`src/rtl/nandseq_pkg.sv`:
```
package nandseq_pkg;
  typedef enum logic [2:0] {
    OP_CMD    = 3'd0,
    OP_ADDR   = 3'd1,
    OP_DWR    = 3'd2,
    OP_DRD    = 3'd3,
    OP_TIMING = 3'd4,
    OP_CFG    = 3'd5,
    OP_CTRL   = 3'd6,
    OP_NONE   = 3'd7
  } op_e;

  typedef enum logic [2:0] {
    PH_IDLE   = 3'd0,
    PH_SETUP  = 3'd1,
    PH_STROBE = 3'd2,
    PH_HOLD   = 3'd3,
    PH_WAIT   = 3'd4,
    PH_RDY    = 3'd5
  } phase_e;

  // One half of the timing word; the first member is the most significant.
  typedef struct packed {
    logic [3:0] rdy_dly;
    logic [3:0] width;
    logic [3:0] hold;
    logic [3:0] setup;
  } tset_t;

  function automatic logic is_bus_op(op_e op);
    return (op == OP_CMD) || (op == OP_ADDR) || (op == OP_DWR) || (op == OP_DRD);
  endfunction
endpackage

```
`src/rtl/nandseq_sync.sv`:
```
module nandseq_sync #(
  parameter int STAGES = 2
) (
  input  logic clk,
  input  logic rst_n,
  input  logic d,
  output logic q
);
  logic [STAGES-1:0] pipe;

  always_ff @(posedge clk or negedge rst_n) begin
    if (!rst_n) pipe <= '0;
    else        pipe <= {pipe[STAGES-2:0], d};
  end

  assign q = pipe[STAGES-1];
endmodule

```
`src/rtl/nandseq_regs.sv`:
```
module nandseq_regs
  import nandseq_pkg::*;
#(
  parameter int HW = 32
) (
  input  logic          clk,
  input  logic          rst_n,
  input  logic          wr_en,
  input  op_e           wr_op,
  input  logic [HW-1:0] wr_data,
  output tset_t         tim_rd,
  output tset_t         tim_wr,
  output logic          force_ce
);
  localparam int TSW = $bits(tset_t);

  logic [2*TSW-1:0] timing_q;
  logic             force_q;

  always_ff @(posedge clk or negedge rst_n) begin
    if (!rst_n) begin
      timing_q <= '0;
      force_q  <= 1'b0;
    end else if (wr_en) begin
      unique case (wr_op)
        OP_TIMING: timing_q <= wr_data[2*TSW-1:0];
        OP_CFG:    force_q  <= wr_data[0];
        OP_CTRL:   if (wr_data[0]) force_q <= 1'b0;
        default:   ;
      endcase
    end
  end

  assign tim_rd   = timing_q[TSW-1:0];
  assign tim_wr   = timing_q[2*TSW-1:TSW];
  assign force_ce = force_q;
endmodule

```
`src/rtl/nandseq_engine.sv`:
```
module nandseq_engine
  import nandseq_pkg::*;
#(
  parameter int DW = 8,
  parameter int FW = 4
) (
  input  logic          clk,
  input  logic          rst_n,
  input  logic          start,
  input  op_e           op_i,
  input  logic [DW-1:0] byte_i,
  input  tset_t         tim_rd,
  input  tset_t         tim_wr,
  input  logic          force_ce,
  input  logic          rb_s,
  input  logic [DW-1:0] dq_in,
  output logic          idle,
  output logic          rsp_valid,
  output logic [DW-1:0] rd_byte,
  output logic          ce_n,
  output logic          cle,
  output logic          ale,
  output logic          we_n,
  output logic          re_n,
  output logic [DW-1:0] dq_out,
  output logic          dq_oe
);
  localparam int CW = FW + 1;

  phase_e        phase;
  op_e           op_q;
  logic [CW-1:0] cnt;
  logic [DW-1:0] byte_q, rd_q;
  logic          rsp_q;
  tset_t         t;
  logic          last, is_rd, in_cyc;

  assign is_rd = (op_q == OP_DRD);
  assign t     = is_rd ? tim_rd : tim_wr;
  assign last  = (cnt == '0);

  always_ff @(posedge clk or negedge rst_n) begin
    if (!rst_n) begin
      phase  <= PH_IDLE;
      op_q   <= OP_NONE;
      cnt    <= '0;
      byte_q <= '0;
      rd_q   <= '0;
      rsp_q  <= 1'b0;
    end else begin
      rsp_q <= 1'b0;
      unique case (phase)
        PH_IDLE: if (start) begin
          phase  <= PH_SETUP;
          op_q   <= op_i;
          byte_q <= byte_i;
          cnt    <= CW'((op_i == OP_DRD) ? tim_rd.setup : tim_wr.setup);
        end
        PH_SETUP: if (last) begin
          phase <= PH_STROBE;
          cnt   <= CW'(t.width);
        end else cnt <= cnt - 1'b1;
        PH_STROBE: if (last) begin
          if (is_rd) rd_q <= dq_in;
          phase <= PH_HOLD;
          cnt   <= CW'(t.hold);
        end else cnt <= cnt - 1'b1;
        PH_HOLD: if (last) begin
          rsp_q <= is_rd;
          if (t.rdy_dly == '0) phase <= PH_RDY;
          else begin
            phase <= PH_WAIT;
            cnt   <= {t.rdy_dly, 1'b0} - CW'(1);
          end
        end else cnt <= cnt - 1'b1;
        PH_WAIT: if (last) phase <= PH_RDY;
                 else      cnt   <= cnt - 1'b1;
        PH_RDY:  if (rb_s) phase <= PH_IDLE;
        default: phase <= PH_IDLE;
      endcase
    end
  end

  assign in_cyc    = (phase == PH_SETUP) || (phase == PH_STROBE) || (phase == PH_HOLD);
  assign idle      = (phase == PH_IDLE);
  assign ce_n      = !(force_ce || in_cyc);
  assign cle       = in_cyc && (op_q == OP_CMD);
  assign ale       = in_cyc && (op_q == OP_ADDR);
  assign we_n      = !((phase == PH_STROBE) && !is_rd);
  assign re_n      = !((phase == PH_STROBE) && is_rd);
  assign dq_oe     = in_cyc && !is_rd;
  assign dq_out    = byte_q;
  assign rsp_valid = rsp_q;
  assign rd_byte   = rd_q;

  a_r2_strobe_from_setup: assert property (@(posedge clk) disable iff (!rst_n)
    (phase == PH_STROBE && $past(phase) != PH_STROBE) |-> $past(phase) == PH_SETUP);
  a_r3_one_strobe: assert property (@(posedge clk) disable iff (!rst_n)
    !(!we_n && !re_n));
  a_r4_latch_excl: assert property (@(posedge clk) disable iff (!rst_n)
    !(cle && ale));
  a_r6_rsp_after_read: assert property (@(posedge clk) disable iff (!rst_n)
    rsp_valid |-> ($past(phase) == PH_HOLD && $past(op_q) == OP_DRD));
  a_r8_ce_on_strobe: assert property (@(posedge clk) disable iff (!rst_n)
    (!we_n || !re_n) |-> !ce_n);
  a_r11_quiet_when_idle: assert property (@(posedge clk) disable iff (!rst_n)
    idle |-> (we_n && re_n && !dq_oe));
endmodule

```
`src/rtl/nandseq_top.sv`:
```
module nandseq_top
  import nandseq_pkg::*;
#(
  parameter int DW = 8,
  parameter int FW = 4,
  parameter int HW = 32,
  parameter int SYNC_STAGES = 2
) (
  input  logic          clk,
  input  logic          rst_n,
  input  logic          req_valid,
  output logic          req_ready,
  input  logic [2:0]    req_op,
  input  logic [HW-1:0] req_data,
  output logic          rsp_valid,
  output logic [HW-1:0] rsp_data,
  output logic          busy,
  output logic          dev_rdy,
  output logic          nand_ce_n,
  output logic          nand_cle,
  output logic          nand_ale,
  output logic          nand_we_n,
  output logic          nand_re_n,
  output logic [DW-1:0] nand_dq_out,
  output logic          nand_dq_oe,
  input  logic [DW-1:0] nand_dq_in,
  input  logic          nand_rb
);
  op_e           op;
  logic          idle, accept, force_ce, rb_s;
  tset_t         tim_rd, tim_wr;
  logic [DW-1:0] rd_byte;

  assign op     = op_e'(req_op);
  assign accept = req_valid && idle;

  nandseq_sync #(.STAGES(SYNC_STAGES)) u_sync (
    .clk(clk), .rst_n(rst_n), .d(nand_rb), .q(rb_s)
  );

  nandseq_regs #(.HW(HW)) u_regs (
    .clk(clk), .rst_n(rst_n), .wr_en(accept), .wr_op(op), .wr_data(req_data),
    .tim_rd(tim_rd), .tim_wr(tim_wr), .force_ce(force_ce)
  );

  nandseq_engine #(.DW(DW), .FW(FW)) u_eng (
    .clk(clk), .rst_n(rst_n), .start(accept && is_bus_op(op)), .op_i(op),
    .byte_i(req_data[DW-1:0]), .tim_rd(tim_rd), .tim_wr(tim_wr),
    .force_ce(force_ce), .rb_s(rb_s), .dq_in(nand_dq_in), .idle(idle),
    .rsp_valid(rsp_valid), .rd_byte(rd_byte), .ce_n(nand_ce_n),
    .cle(nand_cle), .ale(nand_ale), .we_n(nand_we_n), .re_n(nand_re_n),
    .dq_out(nand_dq_out), .dq_oe(nand_dq_oe)
  );

  assign req_ready = idle;
  assign busy      = !idle;
  assign dev_rdy   = rb_s;
  assign rsp_data  = {{(HW-DW){1'b0}}, rd_byte};
endmodule

```
`config.mk`:
```
export PLATFORM = sky130hd
export DESIGN_NAME = nandseq_top
export DESIGN_NICKNAME = d
export VERILOG_FILES = /design/src/rtl/nandseq_pkg.sv /design/src/rtl/nandseq_sync.sv /design/src/rtl/nandseq_regs.sv /design/src/rtl/nandseq_engine.sv /design/src/rtl/nandseq_top.sv
export SDC_FILE = /design/constraint.sdc
export NUM_CORES = 1
export LEC_CHECK = 0
export ABC_AREA = 1
export CORE_ASPECT_RATIO = 1.1
export CORE_MARGIN = 5
export CORE_UTILIZATION = 45
export CTS_BUF_LIST = sky130_fd_sc_hd__clkbuf_2
export DETAILED_ROUTE_END_ITERATION = 12
export PLACE_DENSITY = 0.78
export SYNTH_ARGS = -nofsm -noshare
export SYNTH_HDL_FRONTEND = slang
export SYNTH_HIERARCHICAL = 1
export SYNTH_SLANG_ARGS = --single-unit
```
`constraint.sdc`:
```
create_clock -name clk -period 1.9 [get_ports clk]
set_input_delay 0.38 -clock clk [delete_from_list [all_inputs] [get_ports clk]]
set_output_delay 0.38 -clock clk [all_outputs]
set_load 0.01 [all_outputs]
```
Word-level counts from Yosys, hierarchy flattened

Index checks and enable logic that the tools add are counted.

Flip-flop bits (word level): 63
Latch bits: 0
Memory bits (writable): 0
ROM bits: 0
Input bits: 47
Output and inout bits: 50
Logic and storage cells: 85
Memories: 0

Add/sub/neg operators: 2
Multiply operators: 0
Div/mod/pow operators: 0
$lt $le $gt $ge: 0
Equality and inequality tests: 22
Shift-type cells: 0
Multiplexer cells: 21
Bitwise logic cells: 0
Reduce and logical (&&, ||, !) cells: 31

Operators by type and width:

| kind                                                                    | count |
|---|---|
| 5-bit 2-to-1 mux                                                        | 6 |
| 5-bit case mux with 5 select lines                                      | 1 |
| 3-bit 2-to-1 mux                                                        | 6 |
| 3-bit case mux with 6 select lines                                      | 1 |
| 16-bit 2-to-1 mux                                                       | 1 |
| 3-bit by 2-bit == test with 1-bit output, second input constant         | 5 |
| 3-bit == test, second input constant                                    | 5 |
| 2-bit by 1-bit inequality test with 1-bit output, second input constant | 5 |
| 5-bit by 1-bit subtractor with 5-bit output, second input constant      | 2 |
| 3-bit by 1-bit == test with 1-bit output, second input constant         | 3 |
| 3-bit zero test                                                         | 3 |
| 1-bit logical AND                                                       | 7 |
| 1-bit logical OR                                                        | 6 |
| 2-bit inequality test, second input constant                            | 3 |
| 3-bit AND reduction                                                     | 2 |
| 6-bit AND reduction                                                     | 1 |
| 1-bit zero test                                                         | 5 |
| 5-bit zero test                                                         | 1 |
| 5-bit nonzero test                                                      | 1 |
| 4-bit zero test                                                         | 1 |
| 1-bit 2-to-1 mux                                                        | 4 |
| 4-bit 2-to-1 mux                                                        | 1 |
| 2-bit AND reduction                                                     | 2 |
| 4-bit AND reduction                                                     | 1 |
| 3 further kinds                                                         | 3 |

Depth between registers and ports, before layout

Word-level depth: 7
Gate-level depth with buffers: 15
Mapped depth without buffers: 15

Cells and area by module

Netlist, hierarchy kept.

By module, submodules not included:

| module         | times used | cells each | area each (um^2) | sequential area each (um^2) |
|---|---|---|---|---|
| nandseq_engine | 1          | 250        | 1813.0           | 704.4 |
| nandseq_regs   | 1          | 148        | 1483.9           | 825.8 |
| nandseq_top    | 1          | 29         | 201.4            | 0.0 |
| nandseq_sync   | 1          | 2          | 50.0             | 50.0 |

Worst setup path before layout

OpenSTA, ideal clock, no wires.

Path kind: reg-to-reg
Start: register u_eng.op_q[1]
End: register u_eng.cnt[3]
Setup time: 0.113 ns
Arrival: 1.867 ns
Setup slack: -0.080 ns
Stages on the path, launching flop included: 16
Clock period less this slack: 1.980 ns
Cell sequence: dfstp_2 nand2_1 nor2_1 buf_4 nand2_1 o21ai_0 ha_1 inv_1 nor2_1 nand3_1 nand2_1 nand2_1 nand2_1 nand2_1 nand2_1 inv_1

Word-level cells in the longest chain between the ends: 6

RTL lines:

| item                                         | line                 | RTL |
|---|---|---|
| from (decl)                                  | nandseq_engine.sv:31 | `op_e op_q;` |
| from (signal assigned)                       | nandseq_engine.sv:55 | `op_q <= op_i;` |
| 3-bit by 2-bit == test with 1-bit output (*) | nandseq_engine.sv:38 | `assign is_rd = (op_q == OP_DRD);` |
| 16-bit 2-to-1 mux (*)                        | nandseq_engine.sv:39 | `assign t = is_rd ? tim_rd : tim_wr;` |
| 5-bit by 1-bit subtractor with 5-bit output  | nandseq_engine.sv:73 | `cnt <= {t.rdy_dly, 1'b0} - CW'(1);` |
| 5-bit 2-to-1 mux                             | nandseq_engine.sv:70 | `if (t.rdy_dly == '0) phase <= PH_RDY;` |
| 5-bit 2-to-1 mux                             | nandseq_engine.sv:68 | `PH_HOLD: if (last) begin` |
| 5-bit case mux with 5 select lines           | nandseq_engine.sv:52 | `unique case (phase)` |
| to (signal assigned)                         | nandseq_engine.sv:67 | `end else cnt <= cnt - 1'b1;` |
| to (signal assigned)                         | nandseq_engine.sv:73 |  |
| to (signal assigned)                         | nandseq_engine.sv:75 | `end else cnt <= cnt - 1'b1;` |
| to (decl)                                    | nandseq_engine.sv:32 | `logic [CW-1:0] cnt;` |

Mark *: on every way between the ends. The rest lies on a longest branch, timed or not. The select of a mux whose other input is x is not followed.
A chain may end at the register's enable or synchronous reset.

Worst setup path after layout

Start: register u_eng.op_q[0]
End: register u_eng.cnt[3]

Same word-level chain as after synthesis.

==> flow_metrics.py <==
metrics = {
    "cells_and_area": {
        "fillers": 642,
        "layout-drive-gt1-share": 0.303,
        "regArea_um2": 1580,
        "multi_input_area_um2": 1710,
        "antenna_cells": 0,
        "area_delta_synth_final_pct": 39.4,
        "nets": 596,
    },
    "global_route": {
        "grt_max_degree": 65,
        "grt_pass1_wl_um": 13800,
        "grt-busiest-layer": "met2",
        "grt_use_met2": 0.319,
        "use_met1": 0.221,
        "gr-usage-all-layers": 0.182,
        "overflow": 0,
        "met3_usage": 0.0511,
        "antenna_found_initial": 0,
        "grt_pass1_vias": 2997,
    },
    "synth": {
        "yosysWarningCount": 6,
        "yosysTopAreaCell": "dfrtp_1",
        "yosys.area.top_type_share": 0.423,
        "seq_area_frac_synth": 0.445,
        "ys_seq_elements": 63,
        "synth_cell_types": 31,
        "syn_inst": 429,
        "syn_area_um2": 3550,
        "synthTopCellsByArea": "dfrtp_1 (42%), nand2_1 (13%), o21ai_2 (7.9%), inv_1 (7.5%), mux2_2 (6.0%)",
        "syn_avg_cell_area_um2": 8.27,
    },
    "route": {
        "viasPerCell": 4.78,
        "drtAntennaViolNets": 0,
        "vias": 3153,
        "drcViolationCount": 0,
        "drtIter0Drc": 251,
        "routedWlPerCell_um": 13.8,
        "first_pass_iters": 5,
        "finalWirelength_um": 9100,
    },
    "clocking": {
        "h-tree-depth": 3,
        "cts.clk_slew.worst_paths_ps": 180,
        "clk_path_buf_depth": 2,
        "cts_buffers": 9,
        "root_buffer": "clkbuf_2",
        "cts_tree": "done",
        "clkLatencyLatePin_ps": 480,
        "clock-sinks": 63,
    },
    "worst_setup_path": {
        "cpMaxStageDelayCell": "dfstp_2",
        "worstSetupEndpoint": "u_eng/cnt[3]",
        "cp_max_fo": 4,
        "startpoint": "u_eng/op_q[0]",
        "startpoint_type": "flip-flop",
        "worstSetupPathDepth": 15,
        "r2r_setup_slack_ps": -100,
        "reg2reg_from": "u_eng/op_q[0]",
        "rr_endpoint": "u_eng/cnt[3]",
        "cp_data_arrival_time_ps": 2410,
        "path_cells": "nand2_2 -> nor2_4 -> buf_6 -> buf_6 -> o21ai_4 -> ha_4 -> buf_6 -> nor2_4 -> nand2_1 -> nand3_1 -> nand2_1 -> nand2_1 -> nand2_1 -> nand2_1 -> inv_1",
        "crit_path_frequent_cell": "nand2_1",
        "crit_required_ps": 2310,
        "cpPeakStageDelay_ps": 610,
        "r2r_cells": 15,
        "worstSetupPathType": "flip-flop to flip-flop",
        "critPathTopFamily": "simple AND/OR/NAND/NOR gates",
        "crit_path_end_kind": "flip-flop",
        "crit_buf_inv": 4,
    },
    "floorplan": {
        "die_h_um": 103,
        "num_io_pins": 97,
        "dieArea_um2": 9760,
        "core_area_um2": 7780,
        "core.rowCount": 34,
        "fp.dieW_um": 94.7,
        "start_util": 0.456,
    },
    "worst_hold_path": {
        "hold_path_class": "input pin to flip-flop",
    },
    "pwr": {
        "power_frac_clock": 0.135,
        "switching_power_uw": 2790,
        "p_int_uw": 3920,
        "netSwitchingFraction": 0.416,
        "combPwrFrac": 0.543,
        "power.leakage_uw": 0.00253,
        "vdd_drop_max_mv": 0.650,
        "powerDensity_nw_per_um2": 1360,
        "seq_power_share": 0.322,
    },
    "sta": {
        "report.final.hold_viol_count": 0,
        "period_share": 1.05,
        "skew_ps": 29.4,
        "finalSetupViolations": 11,
        "worst_hold_slack_ps": 342,
        "drv_slew": 0,
        "timing.fmax_mhz": 501,
        "fin_crit_ps": 2000,
        "rsz0062_at_grt": "true",
        "setup_ws_ps": -96.5,
    },
    "placed_design": {
        "io_buffer_count": 72,
        "place_congestion": 0.944,
        "post-place-ws_ps": -168,
        "dp_hpwl_um": 6330,
    },
    "outcome": {
        "violations": "setup timing",
        "outcome": "complete, but fails checks",
    },
    "flow_run": {
        "cap_viol_max_count": 0,
    },
}
-- cells by family after synthesis --
logic type / after synthesis / share of synthesized area
and+or+nand+nor: 187 / 0.221
buffers and inverters: 106 / 0.152
DFF: 63 / 0.445
AOI/OAI and AO/OA: 49 / 0.109
muxes: 19 / 0.0603
adders and majority gates: 2 / 0.00705
xor gates and xnor gates: 2 / 0.00494
other: 1 / 0.00106
-- placed cells by master (no fill, tap or decap), types with 2 or more instances in the layout --
cell type,netlist,final
nor3_1,4,3
nand3_1,15,12
conb_1,1,24
o21ai_0,8,5
inv_4,0,3
nand2_1,125,114
nand4_1,5,5
mux2_2,19,19
buf_6,6,8
dlymetal6s2s_1,0,4
xor2_1,2,2
nand3_2,1,3
nand2_2,2,11
nor2_1,27,18
o21ai_1,0,2
nand3_4,1,2
o21ai_2,32,32
dfstp_2,3,3
clkinv_1,1,3
inv_1,71,65
nand2_4,0,2
clkbuf_2,0,11
inv_2,1,4
a21oi_1,5,5
buf_4,25,35
nor2_4,0,8
bufinv_16,0,2
buf_2,2,7
clkdlybuf4s50_1,0,59
nor2_2,3,4
dfrtp_1,60,60
-- registers in the layout, summed over array words and instances (netlist names) --
register         count
u_eng/cnt            5
u_eng/dq_out         8
u_eng/op_q           3
u_eng/phase          3
u_eng/rd_byte        8
u_eng/rsp_valid      1
u_regs/force_ce      1
u_regs/timing_q     32
u_sync/pipe          2
-- how the worst min path moves through the flow --
stage	startpoint	endpoint	slack (ps)	depth (start not counted)
6_report	nand_rb	u_sync/pipe[0]	340	1
5_1_grt	nand_rb	u_sync/pipe[0]	280	1
4_1_cts	nand_rb	u_sync/pipe[0]	300	1
3_5_place_dp	u_sync/pipe[0]	u_sync/pipe[1]	340	0
3_3_place_gp	u_sync/pipe[0]	u_sync/pipe[1]	330	0
2_1_floorplan	rst_n	u_eng/cnt[0]	80	0
-- through the flow --
| stage | util | std cells | setup TNS [ps] | total power [uW] | cell area (um2) |
|---|---|---|---|---|---|
| 6_report | 0.635 | 660 | -723 | 6710 | 4940 |
| 5_1_grt | 0.635 | 660 | -2220 | 7230 | 4940 |
| 4_1_cts | 0.610 | 654 | -555 | 6340 | 4750 |
| 3_5_place_dp | 0.573 | 626 | -533 | 5150 | 4460 |
| 3_3_place_gp | 0.573 | 626 | -201 | 5090 | 4460 |
| 2_1_floorplan | - | 452 | -16.9 | 4020 | 3650 |
-- worst register-to-register path: cells and delay by family, from the launching register on --
family / cells / cell delay [ps]
simple gates: 9 / 680
flops: 1 / 610
buf+inv: 4 / 400
fa+ha+maj: 1 / 170
compound gates: 1 / 70
-- per-layer routing --
metal | vias to the layer above | part of all wire
li1 | 1516 | -
met1 | 1493 | 0.39
met2 | 130 | 0.52
met3 | 14 | 0.080
met4 | 0 | 0.015
met5 | - | 0
-- cells in the mapped netlist --
cell / n
o211ai_1: 1
nor4_1: 1
nand3_1: 15
nor2_1: 27
or2_2: 2
inv_2: 1
inv_1: 71
a22oi_1: 1
nor3_1: 4
xor2_1: 2
nand2_1: 125
conb_1: 1
nand3_2: 1
dfstp_2: 3
buf_2: 2
o311ai_2: 1
nor4b_1: 1
dfrtp_1: 60
nand3_4: 1
nand2_2: 2
buf_4: 25
a21oi_2: 1
mux2_2: 19
nor2_2: 3
ha_1: 2
a21oi_1: 5
nand4_1: 5
o21ai_0: 8
buf_6: 6
clkinv_1: 1
o21ai_2: 32
-- power groups by stage --
stage               registers [uW]  logic [uW]  clock network (uW)
finish                        2160        3640                 905
global placement              2150        2940                   0
detailed placement            2170        2980                   0
floorplan                     2150        1880                   0
global route                  2220        4020                 993
CTS                           2150        3260                 932
-- area by class of cell --
cell class | count | area share
flip-flops and latches | 63 | 0.320
repair buffers | 117 | 0.225
well taps | 108 | 0.0273
clock buffers | 11 | 0.0111
inverters | 73 | 0.0569
multi-input cells | 283 | 0.346
clock inverters | 5 | 0.0147
-- repair_timing --
action / in CTS / in global routing
endpoints found under the setup margin: 14 / 61
setup buffers: 12 / 4
pin swaps: 7 / 16
resized for setup: 58 / 41
hold endpoints to repair: 60 / 0
hold buffers: 1 / 0
gates cloned: 0 / 2
Note: power is estimated with default switching activity, not from simulation.
